**config.mk**
```make
export PLATFORM = sky130hd
export DESIGN_NAME = dc_only_adder
export DESIGN_NICKNAME = d
export VERILOG_FILES = /design/src/rtl/dcadd_pkg.sv /design/src/rtl/dcadd_scaler.sv /design/src/rtl/dcadd_lane.sv /design/src/rtl/dcadd_seq.sv /design/src/rtl/dc_only_adder.sv
export SDC_FILE = /design/constraint.sdc
export NUM_CORES = 1
export LEC_CHECK = 0
export BUFFER_PORTS_ARGS = -buffer_cell sky130_fd_sc_hd__clkbuf_2
export CORE_UTILIZATION = 54
export CTS_CLUSTER_SIZE = 20
export DETAILED_ROUTE_END_ITERATION = 10
export PLACE_DENSITY = 0.88
export SLEW_MARGIN = 20
export SYNTH_ARGS = -nofsm -noshare
export SYNTH_HDL_FRONTEND = slang
export SYNTH_SLANG_ARGS = --single-unit
```
**constraint.sdc**
```tcl
create_clock -name clk -period 11 [get_ports clk]
set_input_delay 2.2 -clock clk [delete_from_list [all_inputs] [get_ports clk]]
set_output_delay 2.2 -clock clk [all_outputs]
set_load 0.02 [all_outputs]
```
**src/rtl/dcadd_pkg.sv**
```systemverilog
package dcadd_pkg;
  typedef enum logic [1:0] {
    SHP_W8_H8 = 2'd0,
    SHP_W8_H4 = 2'd1,
    SHP_W4_H8 = 2'd2,
    SHP_W4_H4 = 2'd3
  } dc_shape_e;

  function automatic logic shape_narrow(input logic [1:0] s);
    return s[1];
  endfunction

  function automatic logic shape_short(input logic [1:0] s);
    return s[0];
  endfunction
endpackage

```
**src/rtl/dcadd_scaler.sv**
```systemverilog
module dcadd_scaler #(
  parameter int DC_W  = 12,
  parameter int MID_W = DC_W + 6
) (
  input  logic [DC_W-1:0]         dc,
  input  logic [1:0]              shape,
  output logic signed [MID_W-1:0] scaled
);
  import dcadd_pkg::*;

  logic signed [MID_W-1:0] x, p1, s1, p2, s2;

  always_comb begin
    x = {{(MID_W-DC_W){dc[DC_W-1]}}, dc};
    // first stage depends on the block width
    if (shape_narrow(shape)) begin
      p1 = (x <<< 4) + x + MID_W'(4);
      s1 = p1 >>> 3;
    end else begin
      p1 = (x <<< 1) + x + MID_W'(1);
      s1 = p1 >>> 1;
    end
    // second stage depends on the block height; 12t+64>>7 equals 3t+16>>5
    if (shape_short(shape)) begin
      p2 = (s1 <<< 4) + s1 + MID_W'(64);
      s2 = p2 >>> 7;
    end else begin
      p2 = (s1 <<< 1) + s1 + MID_W'(16);
      s2 = p2 >>> 5;
    end
    scaled = s2;
  end

  // a non-negative coefficient never yields a negative scaled term
  always_comb begin
    a_r6_sign_kept: assert (dc[DC_W-1] || !scaled[MID_W-1]);
  end
endmodule

```
**src/rtl/dcadd_lane.sv**
```systemverilog
module dcadd_lane #(
  parameter int PIX_W = 8,
  parameter int MID_W = 18
) (
  input  logic                    active,
  input  logic [PIX_W-1:0]        pix,
  input  logic signed [MID_W-1:0] dc,
  output logic [PIX_W-1:0]        res
);
  logic signed [MID_W:0] sum;

  always_comb begin
    sum = $signed({{(MID_W+1-PIX_W){1'b0}}, pix}) + $signed({dc[MID_W-1], dc});
    if (!active)
      res = '0;
    else if (sum[MID_W])
      res = '0;
    else if (|sum[MID_W-1:PIX_W])
      res = '1;
    else
      res = sum[PIX_W-1:0];
  end
endmodule

```
**src/rtl/dcadd_seq.sv**
```systemverilog
module dcadd_seq #(
  parameter int MID_W    = 18,
  parameter int MAX_ROWS = 8
) (
  input  logic                    clk,
  input  logic                    rst,
  input  logic                    accept,
  input  logic [1:0]              in_shape,
  input  logic signed [MID_W-1:0] in_scaled,
  output logic [1:0]              eff_shape,
  output logic signed [MID_W-1:0] eff_dc,
  output logic                    eff_last
);
  import dcadd_pkg::*;
  localparam int CNT_W = $clog2(MAX_ROWS);

  logic [CNT_W-1:0]        row_cnt;
  logic [1:0]              held_shape;
  logic signed [MID_W-1:0] held_dc;
  logic                    first;
  logic [CNT_W-1:0]        final_row;

  always_comb begin
    first     = (row_cnt == '0);
    eff_shape = first ? in_shape : held_shape;
    eff_dc    = first ? in_scaled : held_dc;
    final_row = shape_short(eff_shape) ? CNT_W'(MAX_ROWS/2 - 1) : CNT_W'(MAX_ROWS - 1);
    eff_last  = (row_cnt == final_row);
  end

  always_ff @(posedge clk) begin
    if (rst) begin
      row_cnt    <= '0;
      held_shape <= '0;
      held_dc    <= '0;
    end else if (accept) begin
      if (first) begin
        held_shape <= in_shape;
        held_dc    <= in_scaled;
      end
      row_cnt <= eff_last ? '0 : row_cnt + 1'b1;
    end
  end

  // inside a block the sampled DC term stays fixed
  a_r9_held_stable: assert property (@(posedge clk) disable iff (rst)
    (accept && !first) |=> ($stable(held_dc) && $stable(held_shape)));
endmodule

```
**src/rtl/dc_only_adder.sv**
```systemverilog
module dc_only_adder #(
  parameter int DC_W  = 12,
  parameter int PIX_W = 8,
  parameter int LANES = 8
) (
  input  logic                   clk,
  input  logic                   rst,
  input  logic                   in_valid,
  output logic                   in_ready,
  input  logic [DC_W-1:0]        in_dc,
  input  logic [1:0]             in_shape,
  input  logic [LANES*PIX_W-1:0] in_row,
  output logic                   out_valid,
  input  logic                   out_ready,
  output logic [LANES*PIX_W-1:0] out_row,
  output logic                   out_last
);
  import dcadd_pkg::*;
  localparam int MID_W  = DC_W + 6;
  localparam int HALF   = LANES / 2;
  localparam int ROW_W  = LANES * PIX_W;

  logic                    accept;
  logic signed [MID_W-1:0] scaled, eff_dc;
  logic [1:0]              eff_shape;
  logic                    eff_last;
  logic [ROW_W-1:0]        next_row;
  logic                    out_narrow;

  assign in_ready = !out_valid || out_ready;
  assign accept   = in_valid && in_ready;

  dcadd_scaler #(.DC_W(DC_W), .MID_W(MID_W)) u_scale (
    .dc(in_dc), .shape(in_shape), .scaled(scaled)
  );

  dcadd_seq #(.MID_W(MID_W), .MAX_ROWS(8)) u_seq (
    .clk(clk), .rst(rst), .accept(accept),
    .in_shape(in_shape), .in_scaled(scaled),
    .eff_shape(eff_shape), .eff_dc(eff_dc), .eff_last(eff_last)
  );

  for (genvar i = 0; i < LANES; i++) begin : g_lane
    logic act;
    assign act = (i < HALF) || !shape_narrow(eff_shape);
    dcadd_lane #(.PIX_W(PIX_W), .MID_W(MID_W)) u_lane (
      .active(act),
      .pix(in_row[i*PIX_W +: PIX_W]),
      .dc(eff_dc),
      .res(next_row[i*PIX_W +: PIX_W])
    );
  end

  always_ff @(posedge clk) begin
    if (rst) begin
      out_valid  <= 1'b0;
      out_row    <= '0;
      out_last   <= 1'b0;
      out_narrow <= 1'b0;
    end else if (accept) begin
      out_valid  <= 1'b1;
      out_row    <= next_row;
      out_last   <= eff_last;
      out_narrow <= shape_narrow(eff_shape);
    end else if (out_ready) begin
      out_valid  <= 1'b0;
    end
  end

  a_r11_accept_gives_valid: assert property (@(posedge clk) disable iff (rst)
    accept |=> out_valid);

  a_r12_hold_on_stall: assert property (@(posedge clk) disable iff (rst)
    (out_valid && !out_ready) |=> (out_valid && $stable(out_row) && $stable(out_last)));

  a_r8_narrow_upper_zero: assert property (@(posedge clk) disable iff (rst)
    (out_valid && out_narrow) |-> (out_row[ROW_W-1:HALF*PIX_W] == '0));
endmodule

```
# Yosys cells after proc, flatten, opt, wreduce, memory -nomap -nowiden
# Cells that the tools add are included.
# totals
inputBits	82
elab_cells	65
regBits	89
output_inout_bits	67
# op_classes
reduce_logical	13
n_eq_ne	1
n_addsub	17
mux	28
# ops
operator	n
8-bit 2-to-1 mux	20
9-bit by 18-bit adder with 19-bit output	8
10-bit OR reduction	8
18-bit 2-to-1 mux	3
18-bit adder	2
18-bit by 2-bit adder with 18-bit output, second input constant	1
18-bit by 4-bit adder with 18-bit output, second input constant	1
18-bit by 6-bit adder with 18-bit output, second input constant	1
18-bit by 8-bit adder with 18-bit output, second input constant	1
16-bit by 12-bit adder with 17-bit output	1
13-bit by 12-bit adder with 14-bit output	1
3-bit 2-to-1 mux	2
3-bit by 1-bit adder with 3-bit output, second input constant	1
3-bit == test	1
3-bit zero test	1
1-bit 2-to-1 mux	2
2-bit 2-to-1 mux	1
2-bit nonzero test	1
1-bit logical AND	1
1-bit zero test	1
1-bit logical OR	1

# Logic depth before layout (Yosys ltp)
# Gate-level depths: netlist of run 1.
# depth
depth_word	12
mapped_depth	38
mapped_depth_nobuf	37

# Hierarchy
# Synthesis of run 1 repeated with hierarchy kept, for this count alone.
# unflattened
cells_unflattened	1477
area_unflattened_um2	11785.1
# by_module_without_submodules
mod	instances	area_each_um2	cells_per_inst	seq_area_each_um2
dcadd_scaler	1	2960.3	395	0.0
dcadd_lane (g_lane[1].u_lane ...)	5	581.8	80	0.0
dc_only_adder	1	2854.0	304	1321.3
dcadd_lane (g_lane[0].u_lane ...)	2	605.6	82	0.0
dcadd_seq	1	1199.9	132	460.4
dcadd_lane (g_lane[2].u_lane)	1	650.6	82	0.0

# Worst setup path before layout of run 1
# OpenSTA, ideal clock, no wires.
# synth_timing
path_type	input to register
from	input port in_dc[0]
to	register out_row[16]
arrival_time_ps	10037
t_required_ps	10849
setup_ps	151
n_path_buf	0
setup_slack_ps	813
cell_stages	34
path_cell_list	ha_1 > inv_1 > fa_1 > xor2_1 > or4b_4 > nor3_1 > xnor2_1 > nand2_1 > o21ai_0 > inv_1 > ha_1 > inv_1 > ha_1 > and2_0 > a41o_1 > a31o_2 > a21oi_1 > xnor2_1 > a21oi_1 > o21ai_0 > ha_1 > a21o_1 > a21oi_1 > o21bai_1 > a21oi_1 > o21bai_1 > a21o_1 > a21oi_1 > nand3_1 > a211oi_1 > nand4b_1 > a21boi_0 > o31ai_2 > o211ai_1
# synth_via
elab_chain_cells	11
elab_cells_between_ends	15
classes_between	add/sub (9); mux (5); reduce/logical (1)
# synth_lines
item	line	source
from (decl)	dc_only_adder.sv:10	input logic [DC_W-1:0] in_dc,
16-bit by 12-bit adder with 17-bit output / 13-bit by 12-bit adder with 14-bit output (equally long branches)	dcadd_scaler.sv:17, dcadd_scaler.sv:20	
18-bit by 4-bit adder with 18-bit output / 18-bit by 2-bit adder with 18-bit output (equally long branches)	dcadd_scaler.sv:17, dcadd_scaler.sv:20	
18-bit 2-to-1 mux (*)	dcadd_scaler.sv:16	if (shape_narrow(shape)) begin
18-bit adder, on equally long branches	dcadd_scaler.sv:28, dcadd_scaler.sv:25	
18-bit by 6-bit adder with 18-bit output / 18-bit by 8-bit adder with 18-bit output (equally long branches)	dcadd_scaler.sv:28, dcadd_scaler.sv:25	
18-bit 2-to-1 mux (*)	dcadd_scaler.sv:24	if (shape_short(shape)) begin
18-bit 2-to-1 mux (*)	dcadd_seq.sv:26	eff_dc = first ? in_scaled : held_dc;
net eff_dc[1]	dc_only_adder.sv:24	logic signed [MID_W-1:0] scaled, eff_dc;
9-bit by 18-bit adder with 19-bit output (*)	dcadd_lane.sv:13	sum = $signed({{(MID_W+1-PIX_W){1'b0}}, pix}) + $signed({dc[MID_W-1], dc});
10-bit OR reduction	dcadd_lane.sv:18	else if (|sum[MID_W-1:PIX_W])
8-bit 2-to-1 mux	dcadd_lane.sv:18	
8-bit 2-to-1 mux (*)	dcadd_lane.sv:16	else if (sum[MID_W])
to (signal assigned)	dc_only_adder.sv:62	out_row <= next_row;
to (decl)	dc_only_adder.sv:15	output logic [LANES*PIX_W-1:0] out_row,
# Mark *: on every way through the listed nets, which the timed path passes. The rest lies on a longest branch.
# A chain may end at the register's enable or synchronous reset.

# Worst setup path after layout of run 1
# layout_timing
from	input port in_dc[0]
to	register out_row[34]
# layout_via
elab_chain_cells	12
elab_cells_between_ends	16
classes_between	add/sub (9); mux (6); reduce/logical (1)
# layout_lines
item	line	source
16-bit by 12-bit adder with 17-bit output / 13-bit by 12-bit adder with 14-bit output (equally long branches)	dcadd_scaler.sv:17, dcadd_scaler.sv:20	
18-bit by 4-bit adder with 18-bit output / 18-bit by 2-bit adder with 18-bit output (equally long branches)	dcadd_scaler.sv:17, dcadd_scaler.sv:20	
18-bit 2-to-1 mux (*)	dcadd_scaler.sv:16	
18-bit adder, on equally long branches	dcadd_scaler.sv:28, dcadd_scaler.sv:25	
18-bit by 6-bit adder with 18-bit output / 18-bit by 8-bit adder with 18-bit output (equally long branches)	dcadd_scaler.sv:28, dcadd_scaler.sv:25	
18-bit 2-to-1 mux (*)	dcadd_scaler.sv:24	
18-bit 2-to-1 mux (*)	dcadd_seq.sv:26	
net eff_dc[1]	dc_only_adder.sv:24	
9-bit by 18-bit adder with 19-bit output (*)	dcadd_lane.sv:13	
10-bit OR reduction	dcadd_lane.sv:18	
8-bit 2-to-1 mux	dcadd_lane.sv:18	
8-bit 2-to-1 mux (*)	dcadd_lane.sv:16	
8-bit 2-to-1 mux (*)	dcadd_lane.sv:14	if (!active)
# Marks and branches as above.

==> results of run 1 <==
==> cell usage in the layout, fill, tap and decap left out, types with 44 or more instances in the layout <==
cell type and count:
clkbuf_2 148, xor2_1 45, inv_1 56, nand2_1 149, dfxtp_1 89, a21oi_1 185
xnor2_1 69, ha_1 140, a221oi_1 44, nor2_1 84
==> metal layers <==
metal | vias up | part of all wire | global-route usage
li1 | 5582 | - | -
met1 | 5517 | 0.42 | 0.408
met2 | 662 | 0.46 | 0.508
met3 | 108 | 0.089 | 0.0762
met4 | 0 | 0.030 | 0.122
met5 | - | 0 | 0
==> path summary, 6_finish.rpt <==
| check | slack (ps) | start | to | cells after the start |
|---|---|---|---|---|
| worst max-delay path | 810 | in_dc[0] | out_row[34] | 34 |
| worst min-delay path | 460 | u_seq.held_dc[5] | u_seq.held_dc[5] | 2 |
| worst max register to register | 5930 | u_seq.row_cnt[0] | out_row[34] | 19 |
| worst min register to register | 460 | u_seq.held_dc[5] | u_seq.held_dc[5] | 2 |
==> per-stage QoR <==
stage	util	hold slack [ps]	setup WS, ps
finish	0.628	463	806
global route	0.628	478	480
CTS	0.628	463	1070
detailed placement	0.610	453	714
global placement	0.610	442	895
floorplan	-	437	813
==> registers in the layout, indices dropped and copies added, names as in the netlist <==
register and cells:
out_row 64, u_seq.row_cnt 3, out_valid 1, u_seq.held_dc 18, u_seq.held_shape 2, out_last 1
==> critical path, delay by kind of cell <==
kind	cells	cell delay (ps)
AO/OA/AOI/OAI	20	4660
AND/OR/NAND/NOR	3	960
XOR/XNOR	3	610
adder cells (fa/ha/maj)	5	1650
buffers and inverters	3	280
==> cells by family (layout without fill, tap and decap cells) <==
group                    count (synthesis)  after routing
XOR/XNOR                               117            117
adder cells (fa/ha/maj)                150            150
AND/OR/NAND/NOR                        431            431
flip-flops                              89             89
buffers and inverters                  115            244
AO/OA/AOI/OAI                          512            512
multiplexers                            12             12
==> area by class of cell <==
type / count / area, um^2 / area share
Multi-Input combinational cell: 1222 / 8750 / 0.709
Tap cell: 265 / 332 / 0.0269
Timing Repair Buffer: 171 / 913 / 0.0740
Sequential cell: 89 / 1780 / 0.144
Inverter: 57 / 214 / 0.0173
Clock buffer: 11 / 243 / 0.0197
Clock inverter: 5 / 103 / 0.00831
==> power groups by stage <==
| stage | clock (mW) | combinational, mW | sequential [mW] |
|---|---|---|---|
| after floorplan | 0 | 1.69 | 0.474 |
| after global routing | 0.376 | 2.60 | 0.435 |
| after global placement | 0 | 2.22 | 0.432 |
| after detailed placement | 0 | 2.29 | 0.432 |
| final | 0.362 | 2.38 | 0.430 |
| after CTS | 0.364 | 2.32 | 0.428 |
==> results.md, run 1 <==
- P_sw: roughly 1.6 mW
- Most used cell, CP: a21oi_1
- Initial antenna violation count: 0
- DRT Pass-1 Iters: 7
- DR vias/cell: roughly 6.5
- Syn. warnings: 0
- First-pass GRT wire length: about 53,000 um
- Total power: between 3 and 4 mW
- Setup Crit Path Kind: input port to flop
- Area contributors post-synth: dfxtp_1 16%, ha_1 16%, a21oi_1 8.4%
- CP Capture Type: flop
- Outcome: finished clean
- CTS Buf Count: 9
- Grt ovf: 0
- Clock-pin slew on the worst setup and hold paths: approximately 70 ps
- Register area share after synthesis: 0.162
- P&R area growth vs syn: 12.5%
- Worst ir drop on vdd: roughly 0.00019 V
- Initial Util: 0.558
- Setup TNS: 0 ps
- Most frequent cell after synthesis: a21oi_1
- Diode count: 0
- Tcrit/Tclk final: 0.927
- Adder-Cell Fraction of Synth Area: 0.178
- Int Power: between 1.5 and 2 mW
- Vias: 11,900
- WP data required: around 11,000 ps
- Detail Placement HPWL: around 25,000 um
- Area leader, netlist: dfxtp_1
- Avg Inst Size Synth: 7.69 um^2
- Max incr delay on CP: roughly 760 ps
- Synth async-reset ratio: 0
- Fin. Hold Viols: 0
- Post-Syn Area: 0.0110 mm^2
- Synth Register Bits: 89
- Post-synthesis net count: 1,658
- Post-layout min period: 10,190 ps
- Final std cells w/o fill: ~1,800
- XOR/XNOR share of the synthesized area: 0.0974
- Slew headroom: 0.384
- Setup violators final: 0
- Post-synth top cells: 185 x a21oi_1, 150 x nand2_1, 140 x ha_1
- Post-Place Cell Area: 0.0120 mm^2
- Post-CTS setup buffers: 0
- Vias in the first global route: ~11,000
- Pwr Density: roughly 260 mW/mm^2
- Yosys top cell area share: 0.162
- Clk_lat worst skew: roughly 360 ps
- HP Class: flop to flop
- Largest family of logic cells by synthesized area: compound AO/OA/AOI/OAI gates
- Final Max Slew Viols: 0
- Startpoint types: input port
- Final Net Count: 1,782
- Layout cell share with drive strength beyond 1: 0.143
- Clock Power Share: 0.114
- Drt initial violations: roughly 1,100
- I/O Pins: roughly 150
- Filler instances: between 1,500 and 2,000
- Maximum clock frequency: approximately 98 MHz
- Worst Tran Pin Value: 923 ps
- Unrepaired setup endpoints after global routing: false
- DRT antenna net count: 0
- Post-Place Cells: 1,804
- Critical Path AT: 10,370 ps
- DRC Markers: 0
- H-tree depth: 3
- CTS Root Buffer Type: clkbuf_16
- Leak pwr: approximately 5.5 nW
- Reg power frac: 0.136
- Gr usage total: 0.317
- Mapped Cells: 1,426
- Die Y-Extent: 145 um
- Post-synthesis compound-gate area fraction: 0.316
- Wire per inst: ~18 um
- Part of the power in combinational logic: 0.750
- Gpl congestion: ~1.1
- Critical path's slowest cell: o21ai_2
- Mux cell area share after synthesis: 0.0115
- Final Cell Area: between 0.01 and 0.015 mm^2
- Clock Skew: about 10 ps
- Die X: between 100 and 150 um
- Post-CTS Resized: 0
- Core area: between 0.015 and 0.02 mm^2
- Post-Synth Simple-Gate Area: 0.194
- CTS Sinks: 89
- Netlist cell types: 86
- Ys flop type: dfxtp_1
- Total Die Area: between 0.02 and 0.025 mm^2
- Largest net degree at the start of global routing: 79
- Post-Route WL: between 30,000 and 40,000 um
- Row cnt: 51
- Sw Share: 0.507
- CTS tree: yes
- EDFF count, synth: 0
- CTS Buffer Depth: 2
- Max_cap viols: 0
- CTS Hold Bufs: 0
- IO Port Bufs: about 150
- Crit Path Max Fanout: 9
Note: power is estimated with default switching activity, not from simulation.
==> run 2, diff against run 1 <==
ABC_AREA = 1   (was unset)
PLACE_DENSITY = 0.87   (was 0.88)
==> run 2 against run 1 <==
Net effect:
- maximum frequency grew 7.6%
- count of clock-buffer cells in the layout is the same
- cell count grew 24%
- utilization down 0.69 points
- die area rose by 4.4%
- cell area up 3.1%
- flip-flop and latch count unchanged
- setup slack improved by 720 ps
- wire length grew 5.0%
==> results.md, run 2 <==
- Outcome: finished clean
- Part of the power in combinational logic: 0.720 (-0.030)
- Slew headroom: 0.224 (-0.160)
- Area contributors post-synth: nand2_1 17%, dfxtp_1 16%, ha_1 15%
- Fin. Hold Viols: 0 (unchanged)
- R2R Path End: out_row[62]
- Largest net degree at the start of global routing: 97 (+23%)
- IO Port Bufs: 148 (unchanged)
- CTS Sinks: 89 (unchanged)
- Clock Skew: 10.5 ps (+0.300 ps)
- Initial Util: 0.559 (+0.000793)
- CTS tree: yes
- CTS Buffer Depth: 2 (unchanged)
- Register area share after synthesis: 0.156 (-0.00689)
- Leak pwr: 6.51 nW (+18%)
- Bufs and invs on worst path: 4 (+1)
- WHS Endpoint: out_row[28]
- Setup Crit Path Kind: input port to flop
- Sw Share: 0.539 (+0.0324)
- P&R area growth vs syn: 11.1%
- Clock-pin slew on the worst setup and hold paths: 70 ps (about the same)
- Max incr delay on CP: 540 ps (-220 ps)
- Final Max Slew Viols: 0 (unchanged)
- Diode count: 0 (unchanged)
- Cells on worst reg2reg path: 29 (+10)
- Clock Power Share: 0.124 (+0.010)
- Critical Path AT: 9680 ps (-690 ps)
- Syn. warnings: 0 (unchanged)
- Pwr Density: 193 mW/mm^2 (-25%)
- Final Net Count: 2,215 (+24%)
- Top flop regs: out_row x64, u_seq.held_dc x18, u_seq.row_cnt x3
- Post-Place Cells: 2,242 (+24%)
- HP Class: flop to flop
- EDFF count, synth: 0 (unchanged)
- Row cnt: 52 (+2.0%)
- Int Power: 1.13 mW (-28%)
- Wire per inst: 15.5 um (-15%)
- Post-Syn Area: 0.0115 mm^2 (+4.4%)
- CTS Root Buffer Type: clkbuf_16
- Die X: 148 um (+2.2%)
- DRC Markers: 0 (unchanged)
- Clk_lat worst skew: 360 ps (about the same)
- Most frequent cell after synthesis: nand2_1
- DRT antenna net count: 0 (unchanged)
- Post-synthesis net count: 2,086 (+26%)
- Post-CTS setup buffers: 0 (unchanged)
- Worst Tran Pin Value: 1160 ps (+233 ps)
- CTS Hold Bufs: 0 (unchanged)
- First-pass GRT wire length: 56,600 um (+6.9%)
- Final Cell Area: 0.0127 mm^2 (+3.1%)
- Max reg flops: 64 (unchanged)
- Core area: 0.0205 mm^2 (+4.3%)
- I/O Pins: 149 (unchanged)
- Hold Path Origin: out_row[28]
- Total power: 2.46 mW (-22%)
- Yosys top cell area share: 0.172 (+0.00961)
- Max_cap viols: 0 (unchanged)
- Die Y-Extent: 148 um (+2.2%)
- Ys flop type: dfxtp_1
- Grt ovf: 0 (unchanged)
- P_sw: 1.33 mW (-17%)
- CTS Buf Count: 9 (unchanged)
- Final std cells w/o fill: 2,258 (+24%)
- R2R setup slack: 5580 ps (-350 ps)
- Setup WS post-layout: 1530 ps (+722 ps)
- Most frequent cells in the layout: 524 x nand2_1, 217 x inv_1, 182 x a21oi_1
- Synth async-reset ratio: 0 (unchanged)
- Top reg by flops: out_row
- WP data required: 11,200 ps (+20 ps)
- Detail Placement HPWL: 26,900 um (+7.7%)
- Setup violators final: 0 (unchanged)
- Area leader, netlist: nand2_1
- CP Capture Type: flop
- Post-CTS Resized: 0 (unchanged)
- DRT Pass-1 Iters: 6 (-1)
- Critical path's slowest cell: fa_1
- Post-Route WL: 35,100 um (+5.0%)
- Gpl congestion: 1.01 (-4.9%)
- Worst ir drop on vdd: 0.000124 V (-33%)
- DR vias/cell: 5.68 (-13%)
- Synth Register Bits: 89 (unchanged)
- Layout cell share with drive strength beyond 1: 0.127 (-0.0166)
- Post-synth top cells: 525 x nand2_1, 217 x inv_1, 182 x a21oi_1
- Vias: 12,800 (+8.1%)
- Setup TNS: 0 ps (unchanged)
- Most used cell, CP: o21ai_0
- Netlist cell types: 57 (-34%)
- Initial antenna violation count: 0 (unchanged)
- Vias in the first global route: 11,600 (+7.1%)
- Reg power frac: 0.156 (+0.020)
- Place WS: 1470 ps (+758 ps)
- Tcrit/Tclk final: 0.861 (-0.0656)
- Startpoint types: input port
- Unrepaired setup endpoints after global routing: false
- H-tree depth: 3 (unchanged)
- CP delay by family, top: compound AO/OA/AOI/OAI gates
- Total Die Area: 0.0218 mm^2 (+4.4%)
- Mapped Cells: 1,854 (+30%)
- Most frequent standard cell in the layout excluding fill and tap cells: nand2_1
- Post-layout min period: 9470 ps (-722 ps)
- Drt initial violations: 1,190 (+9.9%)
- Worst r2r src: u_seq.row_cnt[0]
- Hold path depth: 2 (unchanged)
- Gr usage total: 0.321 (+0.00414)
- Crit Path Max Fanout: 9 (unchanged)
- Avg Inst Size Synth: 6.18 um^2 (-20%)
- Maximum clock frequency: 106 MHz (+7.6%)
- Post-Place Cell Area: 0.0124 mm^2 (+3.8%)
run 2: changes by cell type after synthesis, moves of 27 or more:
cell	previous run	this run
a21o_1	36	3
nand2_1	150	525
nor3_1	38	8
a221oi_1	44	2
nand4_1	7	34
nand3_1	34	168
inv_1	56	217
o21ai_0	48	107
xnor2_1	69	27
run 2: per-layer routing:
layer / up-vias / share of wire / global-route usage
met5: - / 0 / 0
met4: 0 / 0.030 / 0.112
met3: 83 / 0.10 / 0.0833
met2: 549 / 0.42 / 0.490
met1: 5783 / 0.44 / 0.436
li1: 6410 / - / -
run 2: power by group through the flow:
| stage | combinational, mW | clock [mW] | sequential, mW |
|---|---|---|---|
| after floorplan | 1.27 | 0 | 0.422 |
| after global placement | 1.69 | 0 | 0.389 |
| after detailed placement | 1.72 | 0 | 0.390 |
| after CTS | 1.73 | 0.307 | 0.383 |
| after global routing | 1.97 | 0.319 | 0.387 |
| final | 1.77 | 0.306 | 0.384 |
run 2: worst min-delay path: stages, from the launching register on:
cell and delay [ps]:
dfxtp_1 310, nand2_1 60, a21oi_1 50
run 2: worst max-delay path by stage:
stage / from / endpoint / slack [ps] / depth (start not counted)
floorplan: in_dc[0] / out_row[24] / 2640 / 37
global placement: in_dc[0] / out_row[47] / 1480 / 34
detailed placement: in_dc[1] / out_row[59] / 1470 / 39
CTS: in_dc[1] / out_row[62] / 1770 / 38
global route: in_dc[1] / out_row[59] / 850 / 41
finish: in_dc[1] / out_row[62] / 1530 / 38
run 2: cell families after synthesis:
family | after synthesis | share of synthesized area
adders and majority gates | 150 | 0.170
DFF | 89 | 0.156
xor gates and xnor gates | 75 | 0.0574
AOI/OAI and AO/OA | 354 | 0.175
buffers and inverters | 276 | 0.0936
and+or+nand+nor | 910 | 0.348
run 2: cell type report:
class	instances	area, um^2
Clock buffer	11	243
Clock inverter	5	37.5
Fill cell	1899	7770
Inverter	232	871
Multi-Input combinational cell	1489	8610
Sequential cell	89	1780
Tap cell	270	338
Timing Repair Buffer	162	846
run 2: through the flow:
step,util,hold slack [ps]
2_1_floorplan,-,446
3_3_place_gp,0.607,451
3_5_place_dp,0.607,456
4_1_cts,0.621,467
5_1_grt,0.621,481
6_report,0.621,464
